--- src/rtl/rmt_pkg.sv ---
package rmt_pkg;
  typedef enum logic [2:0] {
    ST_IDLE, ST_FILL, ST_RAND, ST_SWEEP, ST_FINAL, ST_FLUSH, ST_DONE
  } rmt_state_e;

  localparam int OPW = 8;
  localparam logic [OPW-1:0] OP_POLY = 8'hB8;
  localparam logic MODE_RAND  = 1'b0;
  localparam logic MODE_SWEEP = 1'b1;
endpackage

--- src/rtl/rmt_lfsr.sv ---
module rmt_lfsr #(
  parameter int W = 16,
  parameter logic [W-1:0] POLY = 16'hB400
) (
  input  logic         clk,
  input  logic         rst_n,
  input  logic         load,
  input  logic [W-1:0] seed,
  input  logic         step,
  output logic [W-1:0] state
);
  localparam logic [W-1:0] ONE = W'(1);

  logic [W-1:0] nxt;
  assign nxt = state[0] ? ((state >> 1) ^ POLY) : (state >> 1);

  always_ff @(posedge clk) begin
    if (!rst_n)     state <= ONE;
    else if (load)  state <= (seed == '0) ? ONE : seed;
    else if (step)  state <= nxt;
  end

  // a maximal-length register never reaches the all-zero lock-up state
  p_nonzero_r7: assert property (@(posedge clk) disable iff (!rst_n) state != '0);
endmodule

--- src/rtl/rmt_misr.sv ---
module rmt_misr #(
  parameter int W = 8,
  parameter logic [W-1:0] POLY = 8'h1D
) (
  input  logic         clk,
  input  logic         rst_n,
  input  logic         clr,
  input  logic         en,
  input  logic [W-1:0] din,
  output logic [W-1:0] sig
);
  logic [W-1:0] shifted;
  assign shifted = {sig[W-2:0], 1'b0} ^ (sig[W-1] ? POLY : '0);

  always_ff @(posedge clk) begin
    if (!rst_n)   sig <= '0;
    else if (clr) sig <= '0;
    else if (en)  sig <= shifted ^ din;
  end
endmodule

--- src/rtl/rmt_ctrl.sv ---
module rmt_ctrl
  import rmt_pkg::*;
#(
  parameter int AW = 4,
  parameter int DW = 8,
  parameter int CW = 16
) (
  input  logic           clk,
  input  logic           rst_n,
  input  logic           start,
  input  logic           mode,
  input  logic [CW-1:0]  op_count,
  input  logic [OPW-1:0] wr_thresh,
  input  logic [AW-1:0]  rnd_addr,
  input  logic [DW-1:0]  rnd_data,
  input  logic [OPW-1:0] op_field,
  input  logic           mem_ready,
  output logic           mem_valid,
  output logic           mem_we,
  output logic [AW-1:0]  mem_addr,
  output logic [DW-1:0]  mem_wdata,
  output logic           seed_load,
  output logic           addr_step,
  output logic           data_step,
  output logic           op_step,
  output logic           fold_en,
  output logic           done
);
  localparam logic [AW-1:0] LAST_ADDR = '1;

  rmt_state_e     state;
  logic [AW-1:0]  acnt;
  logic [CW-1:0]  ocnt;
  logic [CW-1:0]  t_q;
  logic [OPW-1:0] th_q;
  logic           mode_q;
  logic           rw_ph;
  logic           fire;
  logic           ocnt_last;

  assign seed_load = start && (state == ST_IDLE || state == ST_DONE);
  assign done      = (state == ST_DONE);
  assign fire      = mem_valid && mem_ready;
  assign ocnt_last = ((ocnt + 1'b1) == t_q);

  always_comb begin
    mem_valid = 1'b0;
    mem_we    = 1'b0;
    mem_addr  = acnt;
    mem_wdata = rnd_data;
    unique case (state)
      ST_FILL: begin
        mem_valid = 1'b1;
        mem_we    = 1'b1;
        if (mode_q == MODE_RAND) mem_wdata = '1;
      end
      ST_RAND: begin
        mem_valid = 1'b1;
        mem_we    = (op_field < th_q);
        mem_addr  = rnd_addr;
      end
      ST_SWEEP: begin
        mem_valid = 1'b1;
        mem_we    = rw_ph;
      end
      ST_FINAL: mem_valid = 1'b1;
      default: ;
    endcase
  end

  assign addr_step = fire && (state == ST_RAND);
  assign op_step   = fire && (state == ST_RAND);
  assign data_step = fire && mem_we && !(state == ST_FILL && mode_q == MODE_RAND);

  always_ff @(posedge clk) begin
    if (!rst_n) begin
      state   <= ST_IDLE;
      acnt    <= '0;
      ocnt    <= '0;
      t_q     <= '0;
      th_q    <= '0;
      mode_q  <= MODE_RAND;
      rw_ph   <= 1'b0;
      fold_en <= 1'b0;
    end else begin
      fold_en <= fire && !mem_we;
      if (seed_load) begin
        state  <= ST_FILL;
        mode_q <= mode;
        t_q    <= op_count;
        th_q   <= wr_thresh;
        acnt   <= '0;
        ocnt   <= '0;
        rw_ph  <= 1'b0;
      end else begin
        unique case (state)
          ST_FILL: if (fire) begin
            acnt <= acnt + 1'b1;
            if (acnt == LAST_ADDR) begin
              if (mode_q == MODE_SWEEP) state <= (t_q == '0) ? ST_FINAL : ST_SWEEP;
              else                      state <= (t_q == '0) ? ST_FLUSH : ST_RAND;
            end
          end
          ST_RAND: if (fire) begin
            ocnt <= ocnt + 1'b1;
            if (ocnt_last) state <= ST_FLUSH;
          end
          ST_SWEEP: if (fire) begin
            rw_ph <= !rw_ph;
            if (rw_ph) begin
              acnt <= acnt + 1'b1;
              if (acnt == LAST_ADDR) begin
                ocnt <= ocnt + 1'b1;
                if (ocnt_last) state <= ST_FINAL;
              end
            end
          end
          ST_FINAL: if (fire) begin
            acnt <= acnt + 1'b1;
            if (acnt == LAST_ADDR) state <= ST_FLUSH;
          end
          ST_FLUSH: state <= ST_DONE;
          default: ;
        endcase
      end
    end
  end

  // a stalled request is held unchanged
  p_hold_r3: assert property (@(posedge clk) disable iff (!rst_n)
    mem_valid && !mem_ready |=> mem_valid && $stable(mem_addr) && $stable(mem_we) && $stable(mem_wdata));
  // no traffic once finished
  p_quiet_done_r9: assert property (@(posedge clk) disable iff (!rst_n) done |-> !mem_valid);
  // start during a run does not finish or restart it
  p_busy_start_r2: assert property (@(posedge clk) disable iff (!rst_n)
    mem_valid && start |=> !done);
  // each sweep read is followed by a write to the same word
  p_rd_then_wr_r6: assert property (@(posedge clk) disable iff (!rst_n)
    (state == ST_SWEEP) && fire && !mem_we |=> mem_valid && mem_we && (mem_addr == $past(mem_addr)));
endmodule

--- src/rtl/rand_mem_tester.sv ---
module rand_mem_tester
  import rmt_pkg::*;
#(
  parameter int AW = 4,
  parameter int DW = 8,
  parameter int CW = 16,
  parameter int LW = 16,
  parameter logic [LW-1:0] RND_POLY = 16'hB400,
  parameter logic [DW-1:0] SIG_POLY = 8'h1D
) (
  input  logic          clk,
  input  logic          rst_n,
  input  logic          start,
  input  logic          mode,
  input  logic [LW-1:0] addr_seed,
  input  logic [LW-1:0] data_seed,
  input  logic [7:0]    wr_thresh,
  input  logic [CW-1:0] op_count,
  input  logic [DW-1:0] ref_sig,
  output logic          mem_valid,
  input  logic          mem_ready,
  output logic          mem_we,
  output logic [AW-1:0] mem_addr,
  output logic [DW-1:0] mem_wdata,
  input  logic [DW-1:0] mem_rdata,
  output logic          done,
  output logic          pass
);
  logic [LW-1:0]  a_state, d_state;
  logic [OPW-1:0] o_state, o_seed;
  logic [DW-1:0]  sig;
  logic seed_load, addr_step, data_step, op_step, fold_en;

  assign o_seed = addr_seed[LW-1 -: OPW] ^ data_seed[OPW-1:0];

  rmt_lfsr #(.W(LW), .POLY(RND_POLY)) u_addr_lfsr (
    .clk(clk), .rst_n(rst_n), .load(seed_load), .seed(addr_seed),
    .step(addr_step), .state(a_state));

  rmt_lfsr #(.W(LW), .POLY(RND_POLY)) u_data_lfsr (
    .clk(clk), .rst_n(rst_n), .load(seed_load), .seed(data_seed),
    .step(data_step), .state(d_state));

  rmt_lfsr #(.W(OPW), .POLY(OP_POLY)) u_op_lfsr (
    .clk(clk), .rst_n(rst_n), .load(seed_load), .seed(o_seed),
    .step(op_step), .state(o_state));

  rmt_ctrl #(.AW(AW), .DW(DW), .CW(CW)) u_ctrl (
    .clk(clk), .rst_n(rst_n), .start(start), .mode(mode),
    .op_count(op_count), .wr_thresh(wr_thresh),
    .rnd_addr(a_state[AW-1:0]), .rnd_data(d_state[DW-1:0]), .op_field(o_state),
    .mem_ready(mem_ready), .mem_valid(mem_valid), .mem_we(mem_we),
    .mem_addr(mem_addr), .mem_wdata(mem_wdata), .seed_load(seed_load),
    .addr_step(addr_step), .data_step(data_step), .op_step(op_step),
    .fold_en(fold_en), .done(done));

  rmt_misr #(.W(DW), .POLY(SIG_POLY)) u_sig (
    .clk(clk), .rst_n(rst_n), .clr(seed_load), .en(fold_en),
    .din(mem_rdata), .sig(sig));

  assign pass = done && (sig == ref_sig);

  // a pass verdict only exists at the end of a run
  p_pass_done_r9: assert property (@(posedge clk) disable iff (!rst_n) pass |-> done);
  // the signature only moves on a start or a folded read
  p_sig_moves_r8: assert property (@(posedge clk) disable iff (!rst_n)
    !$stable(sig) |-> $past(seed_load) || $past(fold_en));
endmodule

--- config.mk ---
export PLATFORM = sky130hd
export DESIGN_NAME = rand_mem_tester
export DESIGN_NICKNAME = d
export VERILOG_FILES = /design/src/rtl/rmt_pkg.sv /design/src/rtl/rmt_lfsr.sv /design/src/rtl/rmt_misr.sv /design/src/rtl/rmt_ctrl.sv /design/src/rtl/rand_mem_tester.sv
export SDC_FILE = /design/constraint.sdc
export NUM_CORES = 1
export LEC_CHECK = 0
export BUFFER_PORTS_ARGS = -buffer_cell sky130_fd_sc_hd__buf_2
export CAP_MARGIN = 20
export CELL_PAD_IN_SITES_DETAIL_PLACEMENT = 0
export CELL_PAD_IN_SITES_GLOBAL_PLACEMENT = 1
export CORE_ASPECT_RATIO = 1.75
export CORE_MARGIN = 2
export CORE_UTILIZATION = 45
export DETAILED_ROUTE_END_ITERATION = 10
export PLACE_DENSITY_LB_ADDON = 0.1
export SETUP_SLACK_MARGIN = 0.05
export SLEW_MARGIN = 40
export SYNTH_ARGS = -nofsm -noshare
export SYNTH_HDL_FRONTEND = slang
export SYNTH_SLANG_ARGS = --single-unit
--- constraint.sdc ---
create_clock -name clk -period 4.3 [get_ports clk]
set_input_delay 0.43 -clock clk [delete_from_list [all_inputs] [get_ports clk]]
set_output_delay 0.43 -clock clk [all_outputs]
set_load 0.02 [all_outputs]
# Word-level counts from Yosys, hierarchy flattened
# Index checks and enable logic that the tools add are counted.
[word_totals] register_bits=98 latchBits=0 ramBits=0 rom_bits=0 input_bits=77 output_inout_bits=16 wordCells=127 memories=0
[op_classes] addsub=2 mul=0 n_div=0 order_cmp=1 n_eq_ne=30 n_shift=0 mux=42 n_bitwise=8 reduce_logical=31
[ops] operator="$mux W16" n=12
[ops] operator="$logic_not A16 Y1" n=3
[ops] operator="$mux W8" n=6
[ops] operator="$mux W3" n=13
[ops] operator="$pmux W16 S2" n=1
[ops] operator="$ne A3 B2 Y1 const B" n=9
[ops] operator="$xor A8 B8 Y8" n=3
[ops] operator="$reduce_and A11 Y1" n=2
[ops] operator="$ne A2 B1 Y1 const B" n=10
[ops] operator="$add A16 B1 Y16 const B" n=1
[ops] operator="$eq A16 B16 Y1" n=1
[ops] operator="$mux W4" n=4
[ops] operator="$pmux W3 S5" n=1
[ops] operator="$not A3 Y4" n=3
[ops] operator="$eq A3 B3 Y1 const B" n=3
[ops] operator="$eq A8 B8 Y1" n=1
[ops] operator="$logic_and A1 B1 Y1" n=8
[ops] operator="$logic_not A8 Y1" n=1
[ops] operator="$lt A8 B8 Y1" n=1
[ops] operator="$pmux W4 S2" n=1
[ops] operator="$reduce_bool A2 Y1" n=4
[ops] operator="$eq A3 B2 Y1 const B" n=2
[ops] operator="$reduce_bool A6 Y1" n=1
[ops] operator="$mux W5" n=1
[ops] operator="17 further kinds" n=22

# Depth between registers and ports, before layout
# Gate-level depths: netlist of the first run.
[depth] depth_word=8 mapped_depth=10 mapped_depth_nobuf=9

# Cells and area by module
# A second synthesis of the first run with hierarchy kept.
[unflattened] hier_cells=681 hier_area_um2=5805.6
[modules_own_cells] mod="rmt_ctrl" n_inst=1 cells_each=393 area_each_um2=3130.5 seq_area_each_um2=1001.0
[modules_own_cells] mod="rmt_lfsr (u_addr_lfsr ...)" n_inst=2 cells_each=93 area_each_um2=852.1 seq_area_each_um2=320.3
[modules_own_cells] mod="rmt_lfsr (u_op_lfsr)" n_inst=1 cells_each=46 area_each_um2=406.6 seq_area_each_um2=160.2
[modules_own_cells] mod="rmt_misr" n_inst=1 cells_each=36 area_each_um2=399.1 seq_area_each_um2=160.2
[modules_own_cells] mod="rand_mem_tester" n_inst=1 cells_each=20 area_each_um2=165.2 seq_area_each_um2=0.0

# Worst setup path before layout of the first run
# Ideal clock, no wire load.
[synth_path] path_type="reg-to-reg" from="reg u_ctrl.ocnt[2]" to="reg u_ctrl.state[0]" setup_ns=0.117 arrival_ns=2.437 required_ns=4.183 slack_ns=1.746 path_stages_with_launch=9 n_path_buf=1 period_less_slack_ns=2.554 cell_sequence="dfxtp_1 > buf_2 > and4_1 > or2b_1 > or4_1 > a32o_1 > a2111oi_4 > o22ai_1 > a32o_2"
[synth_between] elab_chain_cells=4 word_cells_on_any_way=5 classes_between="add/sub (1); eq/ne (3); reduce/logical (1)"
[synth_lines] element="start: declaration" line_no="rmt_ctrl.sv:33" rtl="logic [CW-1:0] ocnt;"
[synth_lines] element="start signal: assignment" line_no="rmt_ctrl.sv:105" rtl="ocnt <= ocnt + 1'b1;"
[synth_lines] element="start signal: assignment" line_no="rmt_ctrl.sv:113" rtl="ocnt <= ocnt + 1'b1;"
[synth_lines] element="$add A16 B1 Y16 *" line_no="rmt_ctrl.sv:44" rtl="assign ocnt_last = ((ocnt + 1'b1) == t_q);"
[synth_lines] element="$eq A16 B16 Y1 *" line_no="rmt_ctrl.sv:44"
[synth_lines] element="$ne A3 B2 Y1 (no line)"
[synth_lines] element="$reduce_and A11 Y1 (no line) *"
[synth_lines] element="end signal: assignment" line_no="rmt_ctrl.sv:100" rtl="if (mode_q == MODE_SWEEP) state <= (t_q == '0) ? ST_FINAL : ST_SWEEP;"
[synth_lines] element="end signal: assignment" line_no="rmt_ctrl.sv:101" rtl="else state <= (t_q == '0) ? ST_FLUSH : ST_RAND;"
[synth_lines] element="end: declaration" line_no="rmt_ctrl.sv:31" rtl="rmt_state_e state;"
# Every way passes the cells marked *; elsewhere a longest branch is shown, timed or not.
# A chain may end at the register's enable or synchronous reset.

# Worst setup path in the final report of the first run
[layout_path] from="reg u_ctrl.ocnt[8]" to="reg u_ctrl.state[0]"
# Same word-level chain as after synthesis.

==> reports/summary.txt, run 1 <==
Wirelength per Cell -> 16.5 um
die width -> 85.8 um
CTS resizes -> 0
IO buf count -> 92
status -> completed
Slew Viols, Final -> 0
drc violations -> 0
Final min period -> 2.88 ns
critical path class -> reg2reg
synth warn -> 0
Post-synth EDFFs -> 0
Pint -> 2.14 mW
# IOs -> 93
worst r2r dst -> u_ctrl.state[0]$_SDFFE_PN0P_
Clk pwr share -> 22.5%
switching part of the total -> 39.9%
Hold Vio Cnt, Final -> 0
area grow syn2layout -> 15.2%
Synth Instances -> 649
worst-margin pin slew -> 0.796 ns
Post-DP HPWL -> 10.4 mm
die outline area -> 0.0126 mm2
fin util -> 52.7%
TritonCTS clock tree -> done
setup TNS -> 0 ns
CP max FO -> 9
share of post-route cells with drive strength above 1 -> 19.2%
Tcrit/Tclk final -> 66.9%
VDD IR max -> 0.385 mV
Hold Startpoint -> op_count[13]
dpl ws -> 1.41 ns
Antenna diodes -> 0
# nets final -> 804
worst hold path class -> in2reg
Avg Cell Area, Syn -> 8.12 um2
final worst slack -> 1.42 ns
WHS Path Cells -> 3
combinational share of power -> 39.5%
htree depth -> 3
Crit. End Element -> flip-flop
reg2reg path depth -> 7
Arrival @ worst endpoint -> 3.11 ns
count of cell types in the netlist -> 56
Starting DRT DRC Count -> 180
Psw -> 1.42 mW
FF-to-FF Start -> u_ctrl.ocnt[8]$_SDFFE_PP0P_
skew final -> 0.00802 ns
sequential share of power -> 38.0%
die height -> 147 um
crit path launch type -> flip-flop
CTS Buf Count -> 9
register area share after synthesis -> 37.2%
worst reg2reg setup slack -> 1.42 ns
Hold Slack -> 0.319 ns
vias -> 4775
number of placement rows -> 52
largest net degree at the start of global routing -> 81
vias per inst -> 5.58
max-cap violation count -> 0
Async S/R FF share, synth -> 0%
first-pass GRT wire length -> 23.4 mm
Worst-path clk slew -> 0.07 ns
CORE AREA -> 0.0115 mm2
Synth Cell Area -> 0.00527 mm2
global placer's final weighted congestion -> 0.908
vias in the first global route -> 4855
cts hold-fix bufs -> 0
filler instances -> 1185
Achievable Freq -> 348 MHz
clock tree buffer depth -> 2
initial core utilization -> 45.8%
hold endpoint -> u_ctrl.t_q[13]$_SDFFE_PN0P_
post-CTS setup buffer count -> 0
worst path required time -> 4.54 ns
initial antenna violation count -> 0
Synthesized Nets -> 737
Sink Count -> 98
top_reg_cell synth -> dfxtp_1
ANT nets after route -> 0
Clock Latency Late Sink -> 0.34 ns
GRT Util Overall -> 23.2%
RSZ-0062 raised after global routing -> false
total of flip-flops plus latches after synthesis -> 98
total grt overflow -> 0
final wirelength -> 14.1 mm
Root Driver -> clkbuf_16
Max-slew headroom -> 47.0%
Leak -> 2.37 nW
first-pass iteration count of the detailed router -> 4
pwr/cell area -> 587 mW/mm2
final setup fails -> 0
critical path, cell delays in order (launching register included):
cell	delay [ns]
dfxtp_1	0.49
and4_1	0.43
nand3_4	0.13
or4_1	0.53
a32o_1	0.29
a2111oi_4	0.49
o22ai_1	0.15
a32o_2	0.28
Yosys cell counts, types with 15 or more instances:
library cell | instances | area [um2]
nor2_1 | 58 | 218
dfxtp_1 | 98 | 1960
o21ai_0 | 26 | 130
xor2_1 | 43 | 377
clkbuf_1 | 32 | 120
mux2i_1 | 21 | 210
nand3_1 | 18 | 90.1
nand2_1 | 87 | 327
nor3_1 | 22 | 110
a21oi_1 | 51 | 255
xnor2_1 | 26 | 228
o22ai_1 | 18 | 113
nor4_1 | 15 | 93.8
per-layer routing:
layer | vias up | GRT usage [%] | wire, um
li1 | 2406 | - | -
met1 | 2255 | 24.1 | 5330
met2 | 91 | 43.5 | 7830
met3 | 23 | 3.82 | 393
met4 | 0 | 11.8 | 518
met5 | - | 0 | 0
metrics by stage:
step	power, mW	instances	area, um2
global route	3.83	855	6070
floorplan	2.37	649	5270
CTS	3.61	855	6070
global placement	2.76	840	5770
finish	3.56	855	6070
detailed placement	2.79	840	5780
layout by cell type (no fill, tap or decap), drive strengths merged, types with 2 or more instances in the layout:
cell / count
o21ai: 28
nand2: 87
clkbuf: 9
nor2: 58
mux2i: 21
a21oi: 51
xor2: 43
o22ai: 18
dfxtp: 98
or2: 8
nor2b: 2
a221oi: 2
o221ai: 2
nand3: 19
a211oi: 9
and3: 10
xnor2: 26
a311oi: 5
nand2b: 8
a32o: 2
o2111ai: 3
and4: 5
ha: 11
or3: 7
inv: 15
nor4: 15
buf: 99
mux2: 4
nor3: 22
nand4: 6
nand4b: 2
clkinv: 3
a21o: 4
a31oi: 3
a2111oi: 3
final cells by class:
class | count | area, um2 | area share, %
timing repair buffer | 99 | 513 | 8.45
clock buffer | 9 | 225 | 3.71
inverter | 13 | 48.8 | 0.804
clock inverter | 6 | 66.3 | 1.09
sequential | 98 | 1960 | 32.3
tap | 135 | 169 | 2.78
multi-input combinational | 495 | 3080 | 50.8
logic make-up after synthesis:
group	count (synthesis)	share of synthesized area [%]
adders and majority gates	11	2.61
xor gates and xnor gates	69	11.5
muxes	25	4.84
DFF	98	37.2
and+or+nand+nor	254	23.2
buffers and inverters	56	4.42
AOI/OAI and AO/OA	136	16.2
power groups by stage:
stage | Clock (mW) | Sequential, mW | Combinational (mW)
after floorplan | 0 | 1.26 | 1.11
after global placement | 0 | 1.37 | 1.39
after detailed placement | 0 | 1.38 | 1.41
after global routing | 0.862 | 1.39 | 1.58
final | 0.802 | 1.36 | 1.41
after CTS | 0.829 | 1.36 | 1.42
how the worst max path moves through the flow:
| stage | from | depth (start not counted) | end | slack [ns] |
|---|---|---|---|---|
| 6_report | u_ctrl.ocnt[8]$_SDFFE_PP0P_ | 7 | u_ctrl.state[0]$_SDFFE_PN0P_ | 1.42 |
| 5_1_grt | u_ctrl.ocnt[8]$_SDFFE_PP0P_ | 8 | u_ctrl.state[0]$_SDFFE_PN0P_ | 1.24 |
| 4_1_cts | u_ctrl.ocnt[8]$_SDFFE_PP0P_ | 7 | u_ctrl.state[0]$_SDFFE_PN0P_ | 1.40 |
| 3_5_place_dp | u_ctrl.ocnt[8]$_SDFFE_PP0P_ | 7 | u_ctrl.state[0]$_SDFFE_PN0P_ | 1.41 |
| 3_3_place_gp | u_ctrl.ocnt[8]$_SDFFE_PP0P_ | 7 | u_ctrl.state[0]$_SDFFE_PN0P_ | 1.46 |
| 2_1_floorplan | u_ctrl.ocnt[2]$_SDFFE_PP0P_ | 8 | u_ctrl.state[0]$_SDFFE_PN0P_ | 1.75 |
flip-flops by register name (all words and copies together), names as in the netlist:
name	cells
u_addr_lfsr.state	16
u_ctrl.acnt	4
u_ctrl.fold_en	1
u_ctrl.mode_q	1
u_ctrl.ocnt	16
u_ctrl.rw_ph	1
u_ctrl.state	3
u_ctrl.t_q	16
u_ctrl.th_q	8
u_data_lfsr.state	16
u_op_lfsr.state	8
u_sig.sig	8
Power figures use the tool's default switching activity.
==> run 2, diff against run 1 <==
Settings changed: ABC_AREA set to 1, CORE_UTILIZATION 45 to 36.
Clock period 4.3 ns to 2.33 ns, I/O delays scaled along.
==> run 2 against run 1 <==
Via count rose by 17%. Routed wire length up 16%. Non-clock buffer count rose by 13. Sequential cell count unchanged. Clock-buffer cell count unchanged. Hold slack lost 0.16 ns. Global-route usage shrank 3.3 points. Sequential share of layout area fell by 2.4 points. Critical path depth increased by 8. Design area rose by 9.0%. Setup slack got worse by 1.2 ns. Maximum frequency increased by 37%. Largest cell class unchanged.
==> reports/summary.txt, run 2 <==
status -> completed
die width -> 97.6 um
final setup fails -> 0
Clock Latency Late Sink -> 0.35 ns
Achievable Freq -> 475 MHz
commonest cells in the netlist -> 154 x nand2_1, 98 x dfxtp_1, 79 x inv_1
reg2reg path depth -> 15
Synth top area share -> 35.6%
M1 GR Usage -> 21.3%
fin util -> 44.4%
Hold Slack -> 0.158 ns
Final min period -> 2.10 ns
Critical Path Start -> u_ctrl.state[2]$_SDFFE_PP0P_
drc violations -> 0
post-synth top area cell -> dfxtp_1
Synthesized Nets -> 888
cts hold-fix bufs -> 0
Root Driver -> clkbuf_16
first-pass GRT wire length -> 26.6 mm
commonest non-fill, non-tap cells in the layout -> 150 x nand2_1, 92 x buf_2, 88 x dfxtp_1
skew final -> 0.00912 ns
CORE AREA -> 0.0149 mm2
CP max FO -> 14
Hold Startpoint -> wr_thresh[4]
number of placement rows -> 59
Antenna diodes -> 0
first-pass iteration count of the detailed router -> 4
Worst-path clk slew -> 0.08 ns
placed cell count -> 1059
Hold Vio Cnt, Final -> 0
share of post-route cells with drive strength above 1 -> 21.6%
max-cap violation count -> 0
register area share after synthesis -> 35.6%
vias per inst -> 5.17
synth warn -> 0
TritonCTS clock tree -> done
worst hold path class -> in2reg
synth top area cells -> dfxtp_1 36%, nand2_1 10%, a21oi_1 6.1%
vias in the first global route -> 5474
total grt overflow -> 0
Post-DP HPWL -> 12.7 mm
grt met3 use -> 2.16%
worst path required time -> 2.57 ns
Async S/R FF share, synth -> 0%
Post-synth EDFFs -> 0
Slew Viols, Final -> 0
Crit. End Element -> flip-flop
clock tree buffer depth -> 2
worst-margin pin slew -> 0.384 ns
final wirelength -> 16.4 mm
Finished Layout Cells -> 1076
die height -> 168 um
Leak -> 2.82 nW
grt met2 use -> 39.1%
FF-to-FF Start -> u_ctrl.state[2]$_SDFFE_PP0P_
# IOs -> 93
area grow syn2layout -> 19.9%
total of flip-flops plus latches after synthesis -> 98
initial antenna violation count -> 0
Post-DP Area -> 0.00620 mm2
commonest non-fill, non-tap cell in the layout -> nand2_1
Arrival @ worst endpoint -> 2.35 ns
count of cell types in the netlist -> 44
RSZ-0062 raised after global routing -> false
count leader, synth -> nand2_1
initial core utilization -> 37.0%
Synth Instances -> 800
Sink Count -> 98
Avg Cell Area, Syn -> 6.90 um2
Synth Cell Area -> 0.00552 mm2
# nets final -> 976
crit path launch type -> flip-flop
GRT busiest layer -> met2
critical path class -> reg2reg
pwr/cell area -> 1040 mW/mm2
CTS Buf Count -> 9
ANT nets after route -> 0
global placer's final weighted congestion -> 0.883
setup TNS -> 0 ns
htree depth -> 3
die outline area -> 0.0164 mm2
WHS Path Cells -> 3
top_reg_cell synth -> dfxtp_1
Tcrit/Tclk final -> 90.3%
vias -> 5567
Starting DRT DRC Count -> 201
VDD IR max -> 0.474 mV
largest net degree at the start of global routing -> 52
final instance area -> 0.00661 mm2
Max-slew headroom -> 74.1%
IO buf count -> 92
Wirelength per Cell -> 15.2 um
GRT Util Overall -> 19.9%
run 2: cell type report:
class	instances	area, um2
fill	1591	8300
timing repair buffer	112	643
inverter	93	353
sequential	98	1980
clock buffer	9	225
tap	183	229
multi-input combinational	574	3100
clock inverter	7	85.1
run 2: report_power, final:
part	switching [mW]	total (mW)	internal, mW
clock network	0.716	1.57	0.856
logic	1.64	2.66	1.02
registers	0.416	2.62	2.20
total	2.77	6.85	4.08
run 2: critical path, cell delays in order, from the launching register on:
cell and delay, ns:
dfxtp_1 0.42, inv_2 0.08, nor2_2 0.09, inv_2 0.06, nor2_2 0.14, inv_2 0.06
nand2_1 0.08, inv_2 0.05, nand2_4 0.05, nand2_2 0.08, o21ai_4 0.19, nand2_2 0.09
a21oi_4 0.15, buf_4 0.24, xnor2_1 0.15, nor2_1 0.05
run 2: kinds of logic after synthesis:
| family | Yosys count | share of synthesized area, % |
|---|---|---|
| compound gates | 177 | 18.6 |
| xor+xnor | 39 | 6.44 |
| fa+ha+maj | 11 | 2.49 |
| buf+inv | 128 | 9.27 |
| flops | 98 | 35.6 |
| simple gates | 347 | 27.7 |
run 2: per-stage QoR:
stage | setup slack [ns] | power, mW
after detailed placement | 0.0898 | 5.27
final | 0.226 | 6.85
after floorplan | 0.0842 | 4.45
after CTS | 0.0577 | 6.87
after global routing | 0.0535 | 7.38
after global placement | 0.197 | 5.23
run 2: timing repair:
action,4_1_cts,5_1_grt
endpoints found under the setup margin,0,22
gates resized for setup,0,29
endpoints found under the hold margin,0,0
setup buffers,0,1
run 2: final timing paths:
path / slack, ns / to
setup / recovery: 0.23 / u_ctrl.ocnt[0]$_SDFFE_PP0P_
hold / removal: 0.16 / u_ctrl.th_q[4]$_SDFFE_PN0P_
setup reg to reg: 0.23 / u_ctrl.ocnt[0]$_SDFFE_PP0P_
hold reg to reg: 0.46 / u_ctrl.th_q[0]$_SDFFE_PN0P_
run 2: routing by layer:
| layer | wire [um] | vias to the layer above | part of all wire, % |
|---|---|---|---|
| li1 | - | 2839 | - |
| met1 | 6340 | 2592 | 39 |
| met2 | 9050 | 114 | 55 |
| met3 | 525 | 22 | 3.2 |
| met4 | 454 | 0 | 2.8 |
| met5 | 0 | - | 0 |
==> run 3, diff against run 2 <==
Settings changed: CORE_UTILIZATION 36 to 43.
Clock period 2.33 ns to 2.6 ns, I/O delays scaled along.
==> run 3 against run 2 <==
Die area shrank 16%. Global-route usage grew 3.5 points. Non-clock buffer count grew 2. Sequential power shrank 12%. Critical path depth grew 1. Largest power group unchanged.
==> reports/summary.txt, run 3 (synthesis results as in run 2) <==
GRT Util Overall -> 23.5%
final setup fails -> 0
worst path required time -> 2.85 ns
clock tree buffer depth -> 2
Slew Viols, Final -> 0
max-cap violation count -> 0
Tcrit/Tclk final -> 90.7%
share of post-route cells with drive strength above 1 -> 19.4%
final instance area -> 0.00649 mm2
Clock Latency Late Sink -> 0.35 ns
WHS Path Cells -> 3
area grow syn2layout -> 17.7%
skew final -> 0.00979 ns
TritonCTS clock tree -> done
Max-slew headroom -> 62.4%
Psw -> 2.48 mW
overall power -> 6.02 mW
CP max FO -> 5
Worst-path clk slew -> 0.08 ns
commonest non-fill, non-tap cells in the layout -> 154 x nand2_1, 98 x dfxtp_1, 92 x buf_2
Hold Startpoint -> op_count[1]
crit path launch type -> flip-flop
first-pass iteration count of the detailed router -> 5
FF-to-FF Start -> u_ctrl.ocnt[0]$_SDFFE_PP0P_
Post-DP HPWL -> 12.4 mm
Reg area -> 0.00196 mm2
IO buf count -> 92
# IOs -> 93
Worst Path Buf+Inv -> 1
vias -> 5595
Top delay family on crit path -> simple AND/OR/NAND/NOR gates
Achievable Freq -> 424 MHz
CORE AREA -> 0.0125 mm2
post-CTS setup buffer count -> 0
global placer's final weighted congestion -> 0.884
Post-DP Area -> 0.00619 mm2
CTS resizes -> 0
Antenna diodes -> 0
RSZ-0062 raised after global routing -> false
Crit. End Element -> flip-flop
status -> completed
reg2reg path depth -> 16
setup TNS -> 0 ns
Wirelength per Cell -> 15.0 um
cts hold-fix bufs -> 0
Final min period -> 2.36 ns
VDD IR max -> 0.405 mV
total grt overflow -> 0
Root Driver -> clkbuf_16
die width -> 89.6 um
ANT nets after route -> 0
commonest non-fill, non-tap cell in the layout -> nand2_1
drc violations -> 0
critical path class -> reg2reg
first-pass GRT wire length -> 25.1 mm
vias per inst -> 5.26
worst-margin pin slew -> 0.563 ns
worst r2r dst -> u_ctrl.state[2]$_SDFFE_PP0P_
multi-input logic area -> 0.00305 mm2
Arrival @ worst endpoint -> 2.60 ns
pwr/cell area -> 928 mW/mm2
Hold Vio Cnt, Final -> 0
die height -> 154 um
critical path's largest stage delay -> 0.43 ns
Cell Chain, Critical Path -> ha_1, nand3_1, nor2_1, nand3_1, nand2_1, nand2_1, nand2_1, nand3_1, nor2_1, nand3_2, nand2_1, nand2_2, inv_2, nand3_1, nand2_1, nor2_1
Starting DRT DRC Count -> 182
CTS Buf Count -> 9
worst reg2reg setup slack -> 0.24 ns
Worst path slowest cell -> dfxtp_1
Pint -> 3.54 mW
sequential share of power -> 38.4%
largest net degree at the start of global routing -> 34
final wirelength -> 16.0 mm
most used cell, CP -> nand2_1
Leak -> 2.81 nW
Clk pwr share -> 22.2%
Sink Count -> 98
initial core utilization -> 44.1%
die outline area -> 0.0138 mm2
worst hold path class -> in2reg
number of placement rows -> 54
switching part of the total -> 41.2%
htree depth -> 3
filler instances -> 1304
# nets final -> 978
combinational share of power -> 39.4%
hold endpoint -> u_ctrl.t_q[1]$_SDFFE_PN0P_
initial antenna violation count -> 0
vias in the first global route -> 5400
-- run 3: cell types whose count changed in the layout (fill, tap and decap cells not counted), sizes merged --
cell / before / now
buf: 112 / 114
clkinv: 2 / 4
bufinv: 1 / 0
clkinvlp: 3 / 2
-- run 3: worst max path at each step --
stage / startpoint / endpoint / slack, ns / depth (start not counted)
6_report: u_ctrl.ocnt[0]$_SDFFE_PP0P_ / u_ctrl.state[2]$_SDFFE_PP0P_ / 0.24 / 16
4_1_cts: u_ctrl.ocnt[0]$_SDFFE_PP0P_ / u_ctrl.state[2]$_SDFFE_PP0P_ / 0.27 / 16
3_3_place_gp: u_ctrl.ocnt[0]$_SDFFE_PP0P_ / u_ctrl.state[1]$_SDFFE_PP0P_ / 0.33 / 14
3_5_place_dp: u_ctrl.ocnt[0]$_SDFFE_PP0P_ / u_ctrl.state[2]$_SDFFE_PP0P_ / 0.31 / 16
2_1_floorplan: u_ctrl.state[1]$_SDFFE_PP0P_ / pass / 0.33 / 4
5_1_grt: u_ctrl.ocnt[0]$_SDFFE_PP0P_ / u_ctrl.state[2]$_SDFFE_PP0P_ / 0.06 / 14
-- run 3: cell type report --
type / instances / share of cell area [%]
multi-input cells: 574 / 46.9
flip-flops and latches: 98 / 30.2
repair buffers: 114 / 9.64
inverters: 93 / 5.43
clock buffers: 9 / 3.47
well taps: 168 / 3.24
clock inverters: 7 / 1.08
-- run 3: stage by stage --
step | setup slack [ns] | cells | hold WS (ns) | util [%]
3_3_place_gp | 0.331 | 1047 | 0.445 | 49.5
4_1_cts | 0.266 | 1063 | 0.185 | 51.9
5_1_grt | 0.0556 | 1063 | 0.206 | 51.9
6_report | 0.242 | 1063 | 0.190 | 51.9
2_1_floorplan | 0.327 | 800 | 0.425 | -
3_5_place_dp | 0.310 | 1047 | 0.445 | 49.5
-- run 3: power by group through the flow --
stage / Clock (mW) / Sequential (mW) / Combinational (mW)
4_1_cts: 1.37 / 2.31 / 2.39
5_1_grt: 1.43 / 2.37 / 2.68
6_report: 1.34 / 2.31 / 2.37
3_3_place_gp: 0 / 2.33 / 2.34
2_1_floorplan: 0 / 2.23 / 1.76
3_5_place_dp: 0 / 2.35 / 2.37
-- run 3: tightest hold or removal path: cells and delay by family --
kind	cells	cell delay (ns)
AO/OA/AOI/OAI	2	0.17
buffers and inverters	1	0.07
-- run 3: metal layers --
metal / GRT usage, % / part of all wire, % / vias up
li1: - / - / 2846
met5: 0 / 0 / -
met3: 2.47 / 4.0 / 40
met2: 43.7 / 55 / 170
met1: 24.9 / 37 / 2539
met4: 11.6 / 4.1 / 0
